[config.mk]
export PLATFORM = sky130hd
export DESIGN_NAME = sec_timekeeper
export DESIGN_NICKNAME = d
export VERILOG_FILES = /design/src/rtl/sk_pkg.sv /design/src/rtl/sk_prescaler.sv /design/src/rtl/sk_seconds.sv /design/src/rtl/sk_status.sv /design/src/rtl/sec_timekeeper.sv
export SDC_FILE = /design/constraint.sdc
export NUM_CORES = 1
export LEC_CHECK = 0
export ABC_AREA = 1
export BUFFER_PORTS_ARGS = -buffer_cell sky130_fd_sc_hd__buf_2
export CORE_AREA = 8 8 152 189
export CTS_CLUSTER_SIZE = 16
export DETAILED_ROUTE_END_ITERATION = 7
export DIE_AREA = 0 0 160 197
export SYNTH_ARGS = -nofsm -noshare
export SYNTH_HDL_FRONTEND = slang
export SYNTH_HIERARCHICAL = 1
export SYNTH_SLANG_ARGS = --single-unit
[constraint.sdc]
create_clock -name clk -period 3.1 [get_ports clk]
set_clock_uncertainty 0.15 [all_clocks]
set_input_delay 0.62 -clock clk [delete_from_list [all_inputs] [get_ports clk]]
set_output_delay 0.62 -clock clk [all_outputs]
set_load 0.05 [all_outputs]
[src/rtl/sk_pkg.sv]
package sk_pkg;

    localparam int DATA_W = 32;
    localparam int ADDR_W = 3;

    typedef enum logic [ADDR_W-1:0] {
        A_SEC  = 3'd0,
        A_PRE  = 3'd1,
        A_ALM  = 3'd2,
        A_STAT = 3'd3,
        A_CTRL = 3'd4,
        A_IEN  = 3'd5
    } reg_addr_e;

    // bit positions shared by status and interrupt-enable views
    localparam int B_INV = 0;
    localparam int B_OVF = 1;
    localparam int B_ALM = 2;
    localparam int B_EN  = 4;
    localparam int B_SEC = 4;
    localparam int B_SRST = 0;

    typedef struct packed {
        logic alm;
        logic ovf;
        logic inv;
    } flags_t;

    typedef struct packed {
        logic sec;
        logic alm;
        logic ovf;
        logic inv;
    } ien_t;

    localparam flags_t FLAGS_RST = '{alm: 1'b0, ovf: 1'b0, inv: 1'b1};
    localparam ien_t   IEN_RST   = '{sec: 1'b0, alm: 1'b1, ovf: 1'b1, inv: 1'b1};

    function automatic logic [DATA_W-1:0] pack_status(flags_t f, logic en);
        logic [DATA_W-1:0] r;
        r        = '0;
        r[B_INV] = f.inv;
        r[B_OVF] = f.ovf;
        r[B_ALM] = f.alm;
        r[B_EN]  = en;
        return r;
    endfunction

    function automatic logic [DATA_W-1:0] pack_ien(ien_t e);
        logic [DATA_W-1:0] r;
        r        = '0;
        r[B_INV] = e.inv;
        r[B_OVF] = e.ovf;
        r[B_ALM] = e.alm;
        r[B_SEC] = e.sec;
        return r;
    endfunction

    function automatic ien_t unpack_ien(logic [DATA_W-1:0] d);
        ien_t e;
        e.inv = d[B_INV];
        e.ovf = d[B_OVF];
        e.alm = d[B_ALM];
        e.sec = d[B_SEC];
        return e;
    endfunction

endpackage

[src/rtl/sk_prescaler.sv]
module sk_prescaler #(
    parameter int PRE_W     = 16,
    parameter int CARRY_BIT = 14
) (
    input  logic             clk,
    input  logic             rst,
    input  logic             run,
    input  logic             tick,
    input  logic             ld,
    input  logic [PRE_W-1:0] ld_val,
    output logic [PRE_W-1:0] q,
    output logic             carry
);

    logic [PRE_W-1:0] nxt;

    assign nxt   = q + 1'b1;
    // second boundary: the carry bit falls as the count advances
    assign carry = run && tick && q[CARRY_BIT] && !nxt[CARRY_BIT];

    always_ff @(posedge clk) begin
        if (rst)             q <= '0;
        else if (ld)         q <= ld_val;
        else if (run && tick) q <= nxt;
    end

    // nothing moves the count without a tick or a load
    p_idle_hold_r2: assert property (@(posedge clk) disable iff (rst)
        (!tick && !ld) |=> $stable(q));

    // after a carry the watched bit has gone low
    p_carry_fall_r3: assert property (@(posedge clk) disable iff (rst)
        carry |=> !q[CARRY_BIT]);

endmodule

[src/rtl/sk_seconds.sv]
module sk_seconds #(
    parameter int SEC_W = 32
) (
    input  logic             clk,
    input  logic             rst,
    input  logic             inc,
    input  logic             ld,
    input  logic [SEC_W-1:0] ld_val,
    output logic [SEC_W-1:0] q,
    output logic             wrap
);

    assign wrap = inc && (&q);

    always_ff @(posedge clk) begin
        if (rst)      q <= '0;
        else if (ld)  q <= ld_val;
        else if (inc) q <= q + 1'b1;
    end

    // an accepted load lands exactly
    p_load_exact_r4: assert property (@(posedge clk) disable iff (rst)
        ld |=> (q == $past(ld_val)));

    // an increment advances by one
    p_step_one_r3: assert property (@(posedge clk) disable iff (rst)
        (inc && !ld) |=> (q == $past(q) + 1'b1));

endmodule

[src/rtl/sk_status.sv]
module sk_status
    import sk_pkg::*;
#(
    parameter int SEC_W = 32
) (
    input  logic             clk,
    input  logic             rst,
    input  logic             en_wr,
    input  logic             en_val,
    input  logic             sec_ld,
    input  logic             wrap,
    input  logic             carry,
    input  logic [SEC_W-1:0] sec_now,
    input  logic             alm_wr,
    input  logic [SEC_W-1:0] alm_val,
    input  logic             ien_wr,
    input  ien_t             ien_val,
    output flags_t           flags,
    output logic             en,
    output logic [SEC_W-1:0] alarm,
    output ien_t             ien
);

    logic match;

    // compare uses the seconds value before the increment
    assign match = carry && (alarm == sec_now);

    always_ff @(posedge clk) begin
        if (rst) begin
            flags <= FLAGS_RST;
            en    <= 1'b0;
            alarm <= '0;
            ien   <= IEN_RST;
        end else begin
            if (en_wr)  en  <= en_val;
            if (ien_wr) ien <= ien_val;
            if (alm_wr) alarm <= alm_val;

            if (sec_ld) flags.inv <= 1'b0;

            if (sec_ld)    flags.ovf <= 1'b0;
            else if (wrap) flags.ovf <= 1'b1;

            // software write takes priority over a same-cycle match
            if (alm_wr)     flags.alm <= 1'b0;
            else if (match) flags.alm <= 1'b1;
        end
    end

    // a wrap always leaves overflow raised
    p_wrap_sets_r7: assert property (@(posedge clk) disable iff (rst)
        wrap |=> flags.ovf);

    // alarm write leaves the flag clear
    p_alarm_clear_r8: assert property (@(posedge clk) disable iff (rst)
        alm_wr |=> !flags.alm);

    // loading seconds makes time valid
    p_load_valid_r6: assert property (@(posedge clk) disable iff (rst)
        sec_ld |=> (!flags.inv && !flags.ovf));

    // the invalid flag is only ever cleared by a seconds load
    p_inv_sticky_r1: assert property (@(posedge clk) disable iff (rst)
        (flags.inv && !sec_ld) |=> flags.inv);

endmodule

[src/rtl/sec_timekeeper.sv]
module sec_timekeeper
    import sk_pkg::*;
#(
    parameter int PRE_W     = 16,
    parameter int CARRY_BIT = 14,
    parameter int SEC_W     = 32
) (
    input  logic              clk,
    input  logic              rst,
    input  logic              tick_en,
    input  logic              wr_en,
    input  logic [ADDR_W-1:0] wr_addr,
    input  logic [DATA_W-1:0] wr_data,
    input  logic [ADDR_W-1:0] rd_addr,
    output logic [DATA_W-1:0] rd_data,
    output logic              irq_invalid,
    output logic              irq_overflow,
    output logic              irq_alarm,
    output logic              sec_pulse
);

    localparam int PRE_PAD = DATA_W - PRE_W;
    localparam int SEC_PAD = DATA_W - SEC_W;

    logic             srst, rst_all;
    logic             en, run, frozen, carry, wrap;
    logic             sec_ld, pre_ld, alm_wr, en_wr, ien_wr;
    logic [PRE_W-1:0] pre_q;
    logic [SEC_W-1:0] sec_q, alarm_q;
    flags_t           flags;
    ien_t             ien;
    logic             pulse_q;

    // write decode
    assign srst    = wr_en && (wr_addr == A_CTRL) && wr_data[B_SRST];
    assign rst_all = rst || srst;
    assign sec_ld  = wr_en && (wr_addr == A_SEC) && !en;
    assign pre_ld  = wr_en && (wr_addr == A_PRE) && !en;
    assign alm_wr  = wr_en && (wr_addr == A_ALM);
    assign en_wr   = wr_en && (wr_addr == A_STAT);
    assign ien_wr  = wr_en && (wr_addr == A_IEN);

    assign frozen = flags.inv || flags.ovf;
    assign run    = en && !frozen;

    sk_prescaler #(.PRE_W(PRE_W), .CARRY_BIT(CARRY_BIT)) u_pre (
        .clk    (clk),
        .rst    (rst_all),
        .run    (run),
        .tick   (tick_en),
        .ld     (pre_ld),
        .ld_val (wr_data[PRE_W-1:0]),
        .q      (pre_q),
        .carry  (carry)
    );

    sk_seconds #(.SEC_W(SEC_W)) u_sec (
        .clk    (clk),
        .rst    (rst_all),
        .inc    (carry),
        .ld     (sec_ld),
        .ld_val (wr_data[SEC_W-1:0]),
        .q      (sec_q),
        .wrap   (wrap)
    );

    sk_status #(.SEC_W(SEC_W)) u_stat (
        .clk     (clk),
        .rst     (rst_all),
        .en_wr   (en_wr),
        .en_val  (wr_data[B_EN]),
        .sec_ld  (sec_ld),
        .wrap    (wrap),
        .carry   (carry),
        .sec_now (sec_q),
        .alm_wr  (alm_wr),
        .alm_val (wr_data[SEC_W-1:0]),
        .ien_wr  (ien_wr),
        .ien_val (unpack_ien(wr_data)),
        .flags   (flags),
        .en      (en),
        .alarm   (alarm_q),
        .ien     (ien)
    );

    // seconds pulse, registered alongside the seconds increment
    always_ff @(posedge clk) begin
        if (rst_all) pulse_q <= 1'b0;
        else         pulse_q <= carry && ien.sec;
    end

    assign sec_pulse    = pulse_q;
    assign irq_invalid  = flags.inv && ien.inv;
    assign irq_overflow = flags.ovf && ien.ovf;
    assign irq_alarm    = flags.alm && ien.alm;

    // read mux: counters read as zero while time is not trustworthy
    always_comb begin
        case (rd_addr)
            A_SEC:   rd_data = frozen ? '0 : {{SEC_PAD{1'b0}}, sec_q};
            A_PRE:   rd_data = frozen ? '0 : {{PRE_PAD{1'b0}}, pre_q};
            A_ALM:   rd_data = {{SEC_PAD{1'b0}}, alarm_q};
            A_STAT:  rd_data = pack_status(flags, en);
            A_IEN:   rd_data = pack_ien(ien);
            default: rd_data = '0;
        endcase
    end

    // the seconds pulse never lasts two cycles
    p_pulse_single_r3: assert property (@(posedge clk) disable iff (rst_all)
        sec_pulse |=> !sec_pulse);

    // a seconds write while counting leaves the register alone
    p_locked_write_r4: assert property (@(posedge clk) disable iff (rst_all)
        (wr_en && (wr_addr == A_SEC) && en && !carry) |=> $stable(sec_q));

    // frozen time does not advance
    p_frozen_hold_r5: assert property (@(posedge clk) disable iff (rst_all)
        (frozen && !sec_ld && !pre_ld) |=> ($stable(sec_q) && $stable(pre_q)));

endmodule

# Word-level counts from Yosys, hierarchy flattened
# Index checks and enable logic that the tools add are counted.
[op_classes]
n_mux = 7
eq_ne = 10
addsub = 2
reduce_logical = 31
n_lt_le_gt_ge = 0
n_shift = 0
div_mod_pow = 0
n_bitwise = 0
mul = 0
[ops]
columns = ["cell", "n"]
rows = [
  ["$pmux 32 s5", 1],
  ["$mux 32", 3],
  ["$mux 16", 3],
  ["$add 32x1->32 const B", 1],
  ["$eq 32x32->1", 1],
  ["$reduce_and 32->1", 1],
  ["$logic_and 1x1->1", 19],
  ["$add 16x1->16 const B", 1],
  ["$eq 3x2->1 const B", 4],
  ["$eq 3x3->1 const B", 3],
  ["$eq 3x1->1 const B", 2],
  ["$logic_not 3->1", 2],
  ["$reduce_bool 2->1", 2],
  ["$reduce_or 2->1", 2],
  ["$logic_not 1->1", 3],
  ["$logic_or 1x1->1", 2],
]
[totals]
reg_bits = 89
mem_count = 0
latch_bits = 0
inputBits = 42
mem_bits_rw = 0
wordCells = 62
out_inout_bits = 36
mem_bits_ro = 0

# Longest topological paths before layout
# Gate-level depths: netlist (run 1).
[depth]
word_depth = 8
depth_mapped = 13
ltp_nobuf = 13

# Modules after synthesis
# Netlist (run 1), hierarchy kept.
[by_module_without_submodules]
columns = ["mod", "instances", "area_per_inst_um2", "cells_each", "seq_area_each_um2"]
rows = [
  ["sk_seconds", 1, 2257.2, 341, 640.6],
  ["sk_status", 1, 1880.6, 279, 800.8],
  ["sk_prescaler", 1, 1062.3, 172, 320.3],
  ["sec_timekeeper", 1, 873.3, 188, 20.0],
]

# Worst setup path before layout (run 1)
# No wires, ideal clock.
[synth_timing]
path_type = "input-to-output"
startpoint = "input rd_addr[2]"
endpoint = "output rd_data[5]"
stages = 7
n_path_buf = 2
arrival_ns = 1.710
path_slack_ns = 0.620
required_time_ns = 2.330
cell_sequence = "buf_6 nor2_4 nand2_1 nor2_4 buf_4 nand2_1 nand3_1"
[synth_between]
elab_chain_cells = 2
word_cells_on_any_way = 6
classes_between = "eq/ne: 4; mux: 1; reduce/logical: 1"
[synth_lines]
columns = ["item", "line_no", "source"]
rows = [
  ["from (decl)", "sec_timekeeper.sv:14", "input logic [ADDR_W-1:0] rd_addr,"],
  ["$eq 3x3->1 (tied with other cells)", "sec_timekeeper.sv:99", "case (rd_addr)"],
  ["$pmux 32 s5 (*)", "sec_timekeeper.sv:99", ""],
  ["to (decl)", "sec_timekeeper.sv:15", "output logic [DATA_W-1:0] rd_data,"],
]
# Mark *: on every way between the ends. The rest lies on a longest branch, timed or not.

# Final worst setup path (run 1)
[layout_timing]
startpoint = "register u_pre.q[0]"
endpoint = "register u_sec.q[26]"
[layout_between]
elab_chain_cells = 4
[layout_lines]
columns = ["item", "line_no", "source"]
rows = [
  ["from (decl)", "sk_prescaler.sv:11", "output logic [PRE_W-1:0] q,"],
  ["from (signal assigned)", "sk_prescaler.sv:23", "else if (ld) q <= ld_val;"],
  ["from (signal assigned)", "sk_prescaler.sv:24", "else if (run && tick) q <= nxt;"],
  ["$add 16x1->16", "sk_prescaler.sv:17", "assign nxt = q + 1'b1;"],
  ["$logic_not 1->1", "sk_prescaler.sv:19", "assign carry = run && tick && q[CARRY_BIT] && !nxt[CARRY_BIT];"],
  ["$logic_and 1x1->1", "sk_prescaler.sv:19", ""],
  ["net carry", "sec_timekeeper.sv:26", "logic en, run, frozen, carry, wrap;"],
  ["$reduce_bool 2->1 (no source line)", "--", ""],
  ["to (signal assigned)", "sk_seconds.sv:17", "else if (ld) q <= ld_val;"],
  ["to (signal assigned)", "sk_seconds.sv:18", "else if (inc) q <= q + 1'b1;"],
  ["to (decl)", "sk_seconds.sv:9", "output logic [SEC_W-1:0] q,"],
]
# The timed path passes the listed nets, and every way through them passes these cells.
# A chain may end at the register's enable or synchronous reset.

==> flow_results.org, run 1 <==
** Power
- Combinational share of power :: 0.108
- The analysis attributes to cell leakage a power of 0.00295 uW.
- Switching power of the nets :: 727 uW
- Switching part of the total :: 0.276
- Of the total power, the clock network draws 0.431.
- Internal power component :: 1910 uW
- Sequential share of power :: 0.461
- Dividing total power by cell area gives a power density of 370 mW/mm2.
- Peak supply drop :: 0.186 mV

** Routing
- The final layout contains routed wiring with a total length of 20600 um.
- Before antenna repair, the detailed router went through 4 iterations.
- In the final routed layout, each cell accounts on average for 14.8 um.
- The highest layer touched by signal routing is met5.
- The count of nets left with antenna violations once routing finished came out at 0.
- In the detailed route, the total length drawn on met2 is 10400 um.
- After detailed routing, the wire length on met1 is 8810 um.
- Summed over all nets, wire length on met3 after detailed routing comes to 1020 um.
- After detailed routing, the number of vias per cell comes to 4.55.
- Detailed router's first-iteration violation count :: 485
- The routed layout has 6332 vias.
- DRC :: 0

** Global routing
- The first global-routing pass estimated 31900 um of wire.
- Overflow after GRT :: 0
- Antenna violations before repair :: 1
- The number of global-route vias before repair came to 5820.
- Across every metal layer, demand over resource in global routing totals 0.128.
- Pin count of the biggest net entering global routing :: 51

** Timing
- For the final routed database, the setup TNS stands at 0 ps.
- Final setup vio count :: 0
- Ratio of final minimum period to clock period :: 0.882
- Count of final hold-check violations :: 0
- Subtracting the final worst setup slack from the clock period gives 2730 ps.
- Setup repair after global routing missed its margin :: no
- Measured against its own limit, the worst slew margin works out to 0.211.
- Tightest Pin Transition :: 1180 ps
- Timing would allow up to 366 MHz.
- The final number of max-transition violations is 0.

** Setup path
- For this design, the slowest cell found on the critical path is sky130_fd_sc_hd__nor2_2.
- Worst setup EP type :: flop
- Maximum fanout encountered on the critical timing path :: 27
- CP max stage delay :: 900 ps
- Signal arrival time at the worst endpoint :: 2880 ps
- Worst path cell trace :: ha_1, nand3_2, nor2_4, nand2_1, nor4_2, buf_4, nor2_2, a22oi_1, a21oi_1
- The critical path in this run is classified as flop to flop.
- WP data required :: 3240 ps
- Category of the worst setup path launch point :: flop
- Number of buffers and inverters on the critical path :: 1
- Kind of cell adding the most delay to the critical path :: simple AND/OR/NAND/NOR gates

** Synthesis
- Measured against the total synthesized area, the mux share comes to 0.
- YS warnings :: 6
- Xor/xnor cell area share of the yosys netlist :: 0.0375
- Gate count of the mapped netlist :: 980
- Post-synthesis compound-gate area fraction :: 0.140
- Summing every instance area after synthesis gives 0.00607 mm2.
- Synthesized netlist net count :: 1024
- For this run, the leading register cell type out of synthesis is sky130_fd_sc_hd__dfxtp_1.
- In the synthesized netlist the async set-or-reset flop fraction comes to 0.
- Dominant combinational cell family by area after synthesis :: simple AND/OR/NAND/NOR gates
- Averaged over all synthesized cells, the footprint is 6.20 um2.
- Synth cell count leaders :: 286 x sky130_fd_sc_hd__nand2_1, 107 x sky130_fd_sc_hd__nor2_1, 106 x sky130_fd_sc_hd__inv_1
- Among all cell types in the netlist, the one instantiated most often is sky130_fd_sc_hd__nand2_1.
- Share of the synthesized area in the top cell type :: 0.293
- Of the total synthesized cell area, the portion taken by full adders, half adders and majority gates is 0.00412.
- Synth area leaders :: sky130_fd_sc_hd__dfxtp_1 29%, sky130_fd_sc_hd__nand2_1 18%, sky130_fd_sc_hd__nand3_1 7.7%
- Cell type contributing the most total cell area after synthesis :: sky130_fd_sc_hd__dfxtp_1
- Synth Area in Simple Gates :: 0.424
- Of the synthesized area, sequential elements account for 0.293.
- Unique cell type count in the Yosys netlist :: 38
- Yosys mapped a number of flops with a built-in enable equal to 0.
- Synthesis-stage register bit count :: 89

** Clocking
- CTS-repair resized insts :: 0
- Deepest clock path buffer count :: 2
- The tree built by TritonCTS fans out to 89 sinks.
- Clock tree from TritonCTS :: yes
- After clock tree synthesis, the setup repair step added 0 buffers.
- The H-tree was split into 3 levels.
- CTS placed an instance of sky130_fd_sc_hd__clkbuf_16 at the clock tree root.
- Clock network latency to the later pin of the worst-skew pair :: 360 ps
- Number of buffers added by the clock tree synthesis step :: 9
- Clock-pin slew was measured on the worst setup and hold paths at 70 ps.
- Post-CTS Hold Buffers :: 0

** Placed design
- HPWL after detailed placement :: 16000 um
- Buffers placed on the I/O ports in this run total 77.
- Placed standard-cell area :: 0.00683 mm2
- Gp weighted congestion :: 0.865

** Die
- The floorplan step defined a die boundary enclosing 0.0315 mm2.
- Die width :: 160 um
- For this configuration, the core starts out at a cell density of 0.236.
- CORE AREA :: 0.0258 mm2
- I/O pins :: 78
- Vertical die dimension :: 197 um
- Row generation in the floorplan step produced 66 rows.

** Outcome
- The run finished with clean final reports.

** Layout
- Share of post-route cells with drive strength above 1 :: 0.173
- The sequential cells in the finished layout cover a total of 0.00178 mm2.
- Compared with the post-synthesis result, the final layout area differs by 17.3%.
- The final layout contains 1092 nets.
- Number of antenna repair diodes :: 0
- Fill cell instance count of the final layout :: 2920
- Post-route cell area :: 0.00713 mm2
- Multi-input gate area in the final layout :: 0.00370 mm2

** Hold path
- Hold Crit Class :: flop to flop

** Flow run
- Across the run, the number of max-cap violations was 0.
placed cells by master (no fill, tap or decap), types with 4 or more instances in the layout:
cell and count:
sky130_fd_sc_hd__a21oi_1 50, sky130_fd_sc_hd__a21oi_2 7, sky130_fd_sc_hd__a22oi_1 23, sky130_fd_sc_hd__a31oi_1 7, sky130_fd_sc_hd__buf_2 77, sky130_fd_sc_hd__buf_4 14, sky130_fd_sc_hd__clkbuf_16 9, sky130_fd_sc_hd__clkinv_2 4
sky130_fd_sc_hd__dfxtp_1 89, sky130_fd_sc_hd__inv_1 106, sky130_fd_sc_hd__inv_2 9, sky130_fd_sc_hd__nand2_1 286, sky130_fd_sc_hd__nand2_2 16, sky130_fd_sc_hd__nand3_1 94, sky130_fd_sc_hd__nand3_2 5, sky130_fd_sc_hd__nand4_1 16
sky130_fd_sc_hd__nor2_1 106, sky130_fd_sc_hd__nor2_2 9, sky130_fd_sc_hd__nor2_4 17, sky130_fd_sc_hd__o21ai_0 52, sky130_fd_sc_hd__o21ai_1 4, sky130_fd_sc_hd__or2_2 5, sky130_fd_sc_hd__xnor2_1 16, sky130_fd_sc_hd__xor2_1 10
cell families (layout without fill, tap and decap cells):
| logic type | count (synthesis) | count (layout) |
|---|---|---|
| simple gates | 566 | 566 |
| buf+inv | 149 | 222 |
| compound gates | 148 | 148 |
| flops | 89 | 89 |
| xor+xnor | 26 | 26 |
| fa+ha+maj | 2 | 2 |
stage by stage:
| stage | hold WS [ps] | util | setup WS, ps | power [uW] | cells |
|---|---|---|---|---|---|
| after floorplan | 278 | - | 620 | 1410 | 980 |
| after global placement | 322 | 0.265 | 355 | 1520 | 1377 |
| after detailed placement | 322 | 0.265 | 337 | 1530 | 1377 |
| after CTS | 333 | 0.277 | 334 | 2670 | 1393 |
| after global routing | 344 | 0.277 | 123 | 2750 | 1393 |
| final | 332 | 0.277 | 367 | 2640 | 1393 |
routing by layer:
layer  track usage  up-vias
li1              -     3279
met1         0.151     2888
met2         0.229      138
met3        0.0273       25
met4        0.0385        2
met5             0        -
area by class of cell:
| class | instances | share of cell area |
|---|---|---|
| Multi-Input combinational cell | 742 | 0.519 |
| Sequential cell | 89 | 0.250 |
| Timing Repair Buffer | 91 | 0.0688 |
| Inverter | 115 | 0.0606 |
| Tap cell | 340 | 0.0597 |
| Clock buffer | 10 | 0.0335 |
| Clock inverter | 6 | 0.00808 |
worst register-to-register path, stage by stage, from the launching register on:
cell                      delay, ps
sky130_fd_sc_hd__dfxtp_1        360
sky130_fd_sc_hd__ha_1           250
sky130_fd_sc_hd__nand3_2        120
sky130_fd_sc_hd__nor2_4          60
sky130_fd_sc_hd__nand2_1        110
sky130_fd_sc_hd__nor4_2          60
sky130_fd_sc_hd__buf_4          190
sky130_fd_sc_hd__nor2_2         900
sky130_fd_sc_hd__a22oi_1        260
sky130_fd_sc_hd__a21oi_1        210
registers in the layout, summed over array words and instances (netlist names):
register and cells:
sec_pulse 1, u_pre/q 16, u_sec/q 32, u_stat/alarm 32
u_stat/en 1, u_stat/flags 3, u_stat/ien 4
power groups by stage:
| stage | combinational [uW] | sequential, uW | clock [uW] |
|---|---|---|---|
| 2_1_floorplan | 183 | 1230 | 0 |
| 3_3_place_gp | 284 | 1240 | 0 |
| 3_5_place_dp | 287 | 1240 | 0 |
| 4_1_cts | 288 | 1210 | 1170 |
| 5_1_grt | 317 | 1220 | 1210 |
| 6_report | 285 | 1220 | 1140 |
path summary, 6_finish.rpt:
check	from	endpoint	slack [ps]	cells after the start
max	u_pre/q[0]$_SDFFE_PP0P_	u_sec/q[26]$_SDFFE_PP0P_	370	9
min	u_stat/ien[3]$_SDFFE_PP0P_	sec_pulse$_SDFF_PP0_	330	2
max reg2reg	u_pre/q[0]$_SDFFE_PP0P_	u_sec/q[26]$_SDFFE_PP0P_	370	9
min reg2reg	u_stat/ien[3]$_SDFFE_PP0P_	sec_pulse$_SDFF_PP0_	330	2
Power figures use the tool's default switching activity.
==> run 2: changes to the inputs <==
--- a/config.mk
+++ b/config.mk
@@ -7,11 +7,10 @@
 export LEC_CHECK = 0
 export ABC_AREA = 1
 export BUFFER_PORTS_ARGS = -buffer_cell sky130_fd_sc_hd__buf_2
-export CORE_AREA = 8 8 152 189
+export CORE_AREA = 8 8 149 186
 export CTS_CLUSTER_SIZE = 16
 export DETAILED_ROUTE_END_ITERATION = 7
-export DIE_AREA = 0 0 160 197
+export DIE_AREA = 0 0 157 194
 export SYNTH_ARGS = -nofsm -noshare
 export SYNTH_HDL_FRONTEND = slang
-export SYNTH_HIERARCHICAL = 1
 export SYNTH_SLANG_ARGS = --single-unit
==> run 2 against run 1 <==
  * Worst setup slack worse by 45 ps
  * Sequential share of layout area up 0.64 points
  * Flip-flop and latch count unchanged
  * Die area down 3.4%
  * Register-to-register slack better by 330 ps
==> flow_results.org, run 2 <==
** Die
- Die width :: 157 um (was 160 um)
- The number of placement rows was 65 (was 66).
- Initial core utilization :: 0.235 (was 0.236)
- CORE AREA :: 0.0248 mm2 (was 0.0258 mm2)
- I/O pins :: 78 (unchanged)
- The chip height was 194 um (was 197 um).
- Area of the die :: 0.0305 mm2 (was 0.0315 mm2)

** Routing
- The wire length per cell is 15.1 um (was 14.8 um).
- DRC :: 0 (unchanged)
- Via count :: 6371 (was 6332)
- The vias per cell was 4.65 (was 4.55).
- The number of iterations in the first detailed-routing pass was 5 (was 4).
- The final wirelength was 20700 um (was 20600 um).
- The initial detailed-routing violation count came to 435 (was 485).
- The count of nets left with antenna violations after detail routing came to 0 (unchanged).

** Layout
- Final core utilization :: 0.280 (was 0.277)
- The area added between synthesis and finish came to 18.9% (was 17.3%).
- Commonest non-fill, non-tap cells in the layout: 289 x sky130_fd_sc_hd__nand2_1, 127 x sky130_fd_sc_hd__inv_1, 95 x sky130_fd_sc_hd__nor2_1 (was 286 x sky130_fd_sc_hd__nand2_1, 106 x sky130_fd_sc_hd__inv_1, 106 x sky130_fd_sc_hd__nor2_1).
- Share of post-route cells with drive strength above 1 :: 0.123 (was 0.173)
- Registers with the most flip-flops :: u_sec.q x32, u_stat.alarm x32, u_pre.q x16 (was u_sec/q x32, u_stat/alarm x32, u_pre/q x16)
- The count of antenna diodes in the layout was 0 (unchanged).
- The most common cell after layout, fill and taps aside is sky130_fd_sc_hd__nand2_1 (unchanged).
- The count of nets after finishing was 1074 (was 1092).

** Timing
- Max-Slew Margin vs Limit :: 0.529 (was 0.211)
- The post-route clock period utilization is 0.896 (was 0.882).
- The final number of max-transition violations came to 0 (unchanged).
- Worst hold slack :: 339 ps (was 332 ps)
- Setup repair after global routing missed its margin :: no (unchanged)
- The hold violation total from the final report was 0 (unchanged).
- The final count of negative-setup-slack endpoints was 0 (unchanged).
- Top achievable clock speed :: 360 MHz (was 366 MHz)
- The total negative setup slack is 0 ps (unchanged).
- Tightest Pin Transition :: 706 ps (was 1180 ps)
- The post-layout minimum cycle time came to 2780 ps (was 2730 ps).

** Setup path
- WP data required :: 2330 ps (was 3240 ps)
- The category of cells accounting for the largest share of critical-path delay is buffers and inverters (was simple AND/OR/NAND/NOR gates).
- Signal arrival time at the worst endpoint :: 2010 ps (was 2880 ps)
- The critical path's slowest cell is sky130_fd_sc_hd__inv_1 (was sky130_fd_sc_hd__nor2_2).
- Number of buffers and inverters on the critical path :: 4 (was 1)
- The kind of end point of the critical path is an output port (was flop).
- The maximum single-stage delay on the critical path is 360 ps (was 900 ps).
- Worst path cell trace :: buf_2, inv_1, nand3_1, inv_1, nand3_1, o211ai_1, buf_2 (was ha_1, nand3_2, nor2_4, nand2_1, nor4_2, buf_4, nor2_2, a22oi_1, a21oi_1)
- Category of the worst setup path launch point :: primary input (was flop)
- Maximum fanout encountered on the critical timing path :: 11 (was 27)
- Worst Setup Path Type :: primary input to output port (was flop to flop)
- The reg2reg setup slack was 700 ps (was 370 ps).

** Clocking
- The CTS sink count came to 89 (unchanged).
- Post-CTS Hold Buffers :: 0 (unchanged)
- Clock network latency to the later pin of the worst-skew pair :: 360 ps (about the same)
- Clock tree from TritonCTS :: yes (unchanged)
- The maximum level of the CTS H-tree is 3 (unchanged).
- Clock root buffer master :: sky130_fd_sc_hd__clkbuf_16 (unchanged)
- The post-CTS repair timing setup buffer count came to 0 (unchanged).
- The number of buffers inserted during clock tree synthesis came to 9 (unchanged).
- Deepest clock path buffer count :: 2 (unchanged)
- Register clock-pin slew on the reported worst setup and hold paths :: 70 ps (about the same)
- CTS-repair resized insts :: 0 (unchanged)

** Placed design
- The routability congestion estimate from global placement came to 0.877 (was 0.865).
- The number of port buffers was 77 (unchanged).
- HPWL after detailed placement :: 15700 um (was 16000 um)

** Synthesis
- The portion of synthesized cell area occupied by the leading cell type came to 0.305 (was 0.293).
- The number of warning messages in the yosys log is 0 (was 6).
- Unique cell type count in the Yosys netlist :: 35 (was 38)
- Gate count of the mapped netlist :: 967 (was 980)
- EDFF count, synth :: 0 (unchanged)
- Sequential area share after synthesis :: 0.305 (was 0.293)
- Post-synth ARST share :: 0 (unchanged)
- Cell type contributing the most total cell area after synthesis :: sky130_fd_sc_hd__dfxtp_1 (unchanged)
- The number of register bits inferred by synthesis was 89 (unchanged).
- Synth area leaders: sky130_fd_sc_hd__dfxtp_1 31%, sky130_fd_sc_hd__nand2_1 19%, sky130_fd_sc_hd__inv_1 8.2% (was sky130_fd_sc_hd__dfxtp_1 29%, sky130_fd_sc_hd__nand2_1 18%, sky130_fd_sc_hd__nand3_1 7.7%).
- The post-synth design cell area came to 0.00584 mm2 (was 0.00607 mm2).
- Synth cell count leaders :: 289 x sky130_fd_sc_hd__nand2_1, 127 x sky130_fd_sc_hd__inv_1, 95 x sky130_fd_sc_hd__nor2_1 (was 286 x sky130_fd_sc_hd__nand2_1, 107 x sky130_fd_sc_hd__nor2_1, 106 x sky130_fd_sc_hd__inv_1)
- Synthesized netlist net count :: 1011 (was 1024)
- Ys flop type :: sky130_fd_sc_hd__dfxtp_1 (unchanged)
- The mean area per synthesized cell was 6.04 um2 (was 6.20 um2).
- The most common cell in the netlist was sky130_fd_sc_hd__nand2_1 (unchanged).

** Hold path
- The type of the most critical hold path was flop to flop (unchanged).

** Flow run
- Maxcap violations :: 0 (unchanged)

** Power
- Overall power of the completed layout :: 2560 uW (was 2640 uW)
- The total power divided by cell area was 368 mW/mm2 (was 370 mW/mm2).
- The switching share of power was 0.279 (was 0.276).
- The cell leakage power was 0.00294 uW (was 0.00295 uW).
- The peak ir drop on the vdd network is 0.270 mV (was 0.186 mV).
- Switching power of the nets :: 713 uW (was 727 uW)
- Clock power share :: 0.420 (was 0.431)
- The share of total power in combinational logic was 0.109 (was 0.108).
- Sequential share of power :: 0.471 (was 0.461)
- Internal power component :: 1850 uW (was 1910 uW)

** Outcome
- Status :: finished, final reports clean (unchanged)

** Global routing
- Pin count of the biggest net entering global routing :: 46 (was 51)
- The total track usage is 0.137 (was 0.128).
- The number of global-route vias before repair was 6022 (was 5820).
- Overflow after GRT :: 0 (unchanged)
- Antenna violations before repair :: 2 (was 1)
- The global-route wire length before repair came to 32500 um (was 31900 um).
[run 2: changes by cell type after synthesis, moves of 7 or more]
cell	previous run	this run
sky130_fd_sc_hd__nand3_1	94	84
sky130_fd_sc_hd__a21oi_2	7	0
sky130_fd_sc_hd__inv_1	106	127
sky130_fd_sc_hd__o211ai_1	1	9
sky130_fd_sc_hd__nand2_2	16	1
sky130_fd_sc_hd__nor2_4	17	2
sky130_fd_sc_hd__a21oi_1	50	76
sky130_fd_sc_hd__o22ai_1	0	14
sky130_fd_sc_hd__nor2_1	107	95
sky130_fd_sc_hd__a22oi_1	23	0
sky130_fd_sc_hd__clkbuf_1	12	24
[run 2: logic make-up (layout without fill, tap and decap cells)]
group / count (synthesis) / in the layout / synth area share
and+or+nand+nor: 499 / 499 / 0.356
AOI/OAI and AO/OA: 168 / 168 / 0.162
DFF: 89 / 89 / 0.305
buffers and inverters: 173 / 240 / 0.118
adders and majority gates: 2 / 2 / 0.00428
xor gates and xnor gates: 36 / 36 / 0.0540
[run 2: power groups by stage]
stage / combinational (uW) / sequential, uW / clock, uW
4_1_cts: 280 / 1210 / 1100
6_report: 278 / 1210 / 1080
3_3_place_gp: 277 / 1230 / 0
3_5_place_dp: 278 / 1230 / 0
5_1_grt: 311 / 1210 / 1140
2_1_floorplan: 177 / 1220 / 0
[run 2: path summary, 6_finish.rpt]
path / startpoint / endpoint / cells past startpoint
max: rd_addr[1] / rd_data[11] / 7
max reg2reg: u_stat.flags[1]$_SDFFE_PP0P_ / u_sec.q[15]$_SDFFE_PP0P_ / 10
min: u_stat.ien[3]$_SDFFE_PP0P_ / sec_pulse$_SDFF_PP0_ / 2
min reg2reg: u_stat.ien[3]$_SDFFE_PP0P_ / sec_pulse$_SDFF_PP0_ / 2
[run 2: area by class of cell]
cell class	instances	area, um2
fill	2795	17900
multi-input combinational	705	3370
sequential	89	1780
timing repair buffer	94	601
inverter	131	495
tap	335	419
clock buffer	11	253
clock inverter	4	28.8
[run 2: worst register-to-register path, cell delays in order (launching register included)]
cell	delay [ps]
sky130_fd_sc_hd__dfxtp_1	370
sky130_fd_sc_hd__nor2_2	150
sky130_fd_sc_hd__buf_4	280
sky130_fd_sc_hd__nand3_2	190
sky130_fd_sc_hd__nor2_1	150
sky130_fd_sc_hd__nand3_2	210
sky130_fd_sc_hd__inv_2	480
sky130_fd_sc_hd__nand3_1	170
sky130_fd_sc_hd__nand3_1	100
sky130_fd_sc_hd__nand2_1	50
sky130_fd_sc_hd__inv_1	50
[run 2: through the flow]
| step | cell area (um2) | setup slack (ps) | cells |
|---|---|---|---|
| finish | 6950 | 322 | 1369 |
| global route | 6950 | 227 | 1369 |
| CTS | 6940 | 114 | 1369 |
| detailed placement | 6660 | 111 | 1354 |
| global placement | 6660 | 94.4 | 1354 |
| floorplan | 5840 | 3.68 | 967 |
[run 2: per-layer routing]
layer	track usage	up-vias	routed length [um]
met5	0	-	13
met4	0.0628	2	615
met3	0.0248	37	1240
met2	0.240	192	10300
met1	0.157	2909	8560
li1	-	3231	-
==> run 3: changes to the inputs <==
--- a/config.mk
+++ b/config.mk
@@ -11,6 +11,7 @@
 export CTS_CLUSTER_SIZE = 16
 export DETAILED_ROUTE_END_ITERATION = 7
 export DIE_AREA = 0 0 157 194
+export PLACE_DENSITY = 0.46
 export SYNTH_ARGS = -nofsm -noshare
 export SYNTH_HDL_FRONTEND = slang
 export SYNTH_SLANG_ARGS = --single-unit
==> constraint.sdc (replaced) <==
create_clock -name clk -period 3.4 [get_ports clk]
set_clock_uncertainty 0.15 [all_clocks]
set_input_delay 0.68 -clock clk [delete_from_list [all_inputs] [get_ports clk]]
set_output_delay 0.68 -clock clk [all_outputs]
set_load 0.05 [all_outputs]
==> run 3 against run 2 <==
  * Sequential share of layout area is 0.13 points higher
  * Core utilization is 0.14 points lower
  * Non-clock buffer count shrank 4
  * Final cell count fell by 0.29%
  * Wire length increased by 3.9%
  * Critical endpoint is now rd_data[6]
  * Largest power group unchanged
  * Combinational power is 9.4% lower
  * Worst setup slack got worse by 110 ps
  * Sequential power decreased by 9%
  * Critical path type unchanged
  * Register-to-register slack improved by 130 ps
  * Cell area is 0.49% lower
  * Die area unchanged
  * Via count down 3.4%
==> flow_results.org, run 3 (synthesis results as in run 2) <==
** Power
- Leak pwr :: 0.00293 uW (was 0.00294 uW)
- The total power after layout came to 2390 uW (was 2560 uW).
- Peak supply drop :: 0.181 mV (was 0.270 mV)
- The total power divided by cell area is 345 mW/mm2 (was 368 mW/mm2).

** Setup path
- The kind of end point of the critical path was an output port (unchanged).
- Signal arrival time at the worst endpoint :: 2360 ps (was 2010 ps)
- WP data required :: 2570 ps (was 2330 ps)
- The startpoint type of the worst setup path was a primary input (unchanged).
- Worst Setup Path Type :: primary input to output port (unchanged)
- The highest fanout seen on the critical path came to 19 (was 11).

** Die
- Die width :: 157 um (unchanged)
- Number of rows created at floorplan :: 65 (unchanged)
- I/O pins :: 78 (unchanged)
- The standard cell core area was 0.0248 mm2 (unchanged).
- Area of the die :: 0.0305 mm2 (unchanged)
- Vertical die dimension :: 194 um (unchanged)
- Initial core utilization :: 0.235 (unchanged)

** Routing
- WL per Instance :: 15.8 um (was 15.1 um)
- Mean number of vias per cell :: 4.51 (was 4.65)
- The number of remaining DRC errors came to 0 (unchanged).
- The total vias in the final route is 6153 (was 6371).
- First-pass iteration count of the detailed router :: 5 (unchanged)
- Detailed Route WL :: 21500 um (was 20700 um)
- Residual antenna-violating net count after detailed routing :: 0 (unchanged)
- The initial detailed-routing violation count came to 283 (was 435).

** Clocking
- The buffer cell driving the clock tree root is sky130_fd_sc_hd__clkbuf_16 (unchanged).
- The maximum clock insertion buffer count came to 2 (unchanged).
- Clock sink count :: 89 (unchanged)
- The clock tree from TritonCTS is yes (unchanged).
- The number of hold-repair buffers added at the cts stage came to 0 (unchanged).
- The post-CTS repair timing setup buffer count was 0 (unchanged).
- The number of buffers inserted during clock tree synthesis was 9 (unchanged).
- The count of cells resized by post-cts repair was 0 (unchanged).
- The insertion delay of the later-clocked pin in the worst-skew pair is 340 ps (was 360 ps).
- The maximum level of the CTS H-tree came to 3 (unchanged).
- Register clock-pin slew on the reported worst setup and hold paths :: 60 ps (was 70 ps)

** Global routing
- Overflow after GRT :: 0 (unchanged)
- The total track usage came to 0.143 (was 0.137).
- The number of global-route vias before repair came to 6039 (was 6022).
- The global-route wire length before repair was 33900 um (was 32500 um).
- Pin count of the biggest net entering global routing :: 34 (was 46)
- Antenna violations before repair :: 0 (was 2)

** Timing
- Tightest Pin Transition :: 860 ps (was 706 ps)
- Final critical delay including setup and external delays :: 3190 ps
- Final setup vio count :: 0 (unchanged)
- Pins Over Slew Limit :: 0 (unchanged)
- Dividing the final minimum period by the clock period gives 0.939.
- Setup repair after global routing missed its margin :: no (unchanged)
- Top achievable clock speed :: 313 MHz
- Final-layout setup total negative slack :: 0 ps (unchanged)
- The worst slew margin relative to its limit was 0.426 (was 0.529).
- Count of final hold-check violations :: 0 (unchanged)
- The final hold slack came to 339 ps (about the same).

** Layout
- The area added between synthesis and finish came to 18.4% (was 18.9%).
- Flip-flop and latch area :: 0.00178 mm2 (unchanged)
- The finished layout cell area was 0.00691 mm2 (was 0.00695 mm2).
- Most common cell after layout, fill and taps aside :: sky130_fd_sc_hd__nand2_1 (unchanged)
- Registers with the most flip-flops: u_sec.q x32, u_stat.alarm x32, u_pre.q x16 (unchanged).
- Number of antenna repair diodes :: 0 (unchanged)
- Commonest non-fill, non-tap cells in the layout: 289 x sky130_fd_sc_hd__nand2_1, 127 x sky130_fd_sc_hd__inv_1, 95 x sky130_fd_sc_hd__nor2_1 (unchanged).
- The number of filler instances in the final layout was 2877 (was 2795).
- The fraction of layout cells with a size suffix above 1 was 0.117 (was 0.123).
- The count of nets after finishing is 1070 (was 1074).
- The multi-input gate area in the final layout came to 0.00337 mm2 (unchanged).

** Outcome
- Status :: finished, final reports clean (unchanged)

** Hold path
- The type of the most critical hold path is flop to flop (unchanged).

** Placed design
- Port Buf Inserts :: 77 (unchanged)
- The routability congestion estimate from global placement is 0.840 (was 0.877).
- HPWL after detailed placement :: 16400 um (was 15700 um)
- The cell area after placement was 0.00662 mm2 (was 0.00666 mm2).

** Flow run
- The number of max-cap violations is 0 (unchanged).
[run 3: through the flow]
step	cells	setup slack, ps	utilization
2_1_floorplan	967	155	-
3_3_place_gp	1350	158	0.267
3_5_place_dp	1350	144	0.267
4_1_cts	1365	124	0.279
5_1_grt	1365	15.5	0.279
6_report	1365	208	0.279
[run 3: per-layer routing]
layer | routed length [um] | part of all wire | global-route usage | up-vias
met4 | 324 | 0.015 | 0.0382 | 0
met2 | 11000 | 0.51 | 0.255 | 118
met5 | 0 | 0 | 0 | -
met3 | 826 | 0.038 | 0.0248 | 20
met1 | 9360 | 0.43 | 0.170 | 2795
li1 | - | - | - | 3220
[run 3: layout make-up]
class / count / share of cell area
multi-input cells: 705 / 0.487
inverters: 131 / 0.0711
clock inverters: 3 / 0.00579
flip-flops and latches: 89 / 0.258
well taps: 335 / 0.0606
repair buffers: 90 / 0.0804
clock buffers: 12 / 0.0371
[run 3: path summary, 6_finish.rpt]
| path | start | to | slack, ps | cells after the start |
|---|---|---|---|---|
| worst max register to register | u_stat.flags[1]$_SDFFE_PP0P_ | u_sec.q[15]$_SDFFE_PP0P_ | 830 | 11 |
| worst min-delay path | u_stat.ien[3]$_SDFFE_PP0P_ | sec_pulse$_SDFF_PP0_ | 340 | 2 |
| worst min register to register | u_stat.ien[3]$_SDFFE_PP0P_ | sec_pulse$_SDFF_PP0_ | 340 | 2 |
| worst max-delay path | rd_addr[2] | rd_data[6] | 210 | 7 |
[run 3: power breakdown]
group          total (uW)  internal [uW]  switching (uW)
Clock                1040            605             430
Combinational         252           82.7             169
Sequential           1100           1070            32.1
Total                2390           1760             632
[run 3: critical path: stages]
cell and delay (ps):
sky130_fd_sc_hd__buf_2 110, sky130_fd_sc_hd__nor2_1 70, sky130_fd_sc_hd__nand2_1 80, sky130_fd_sc_hd__clkinv_1 600
sky130_fd_sc_hd__a32oi_1 380, sky130_fd_sc_hd__o21ai_0 180, sky130_fd_sc_hd__buf_2 250
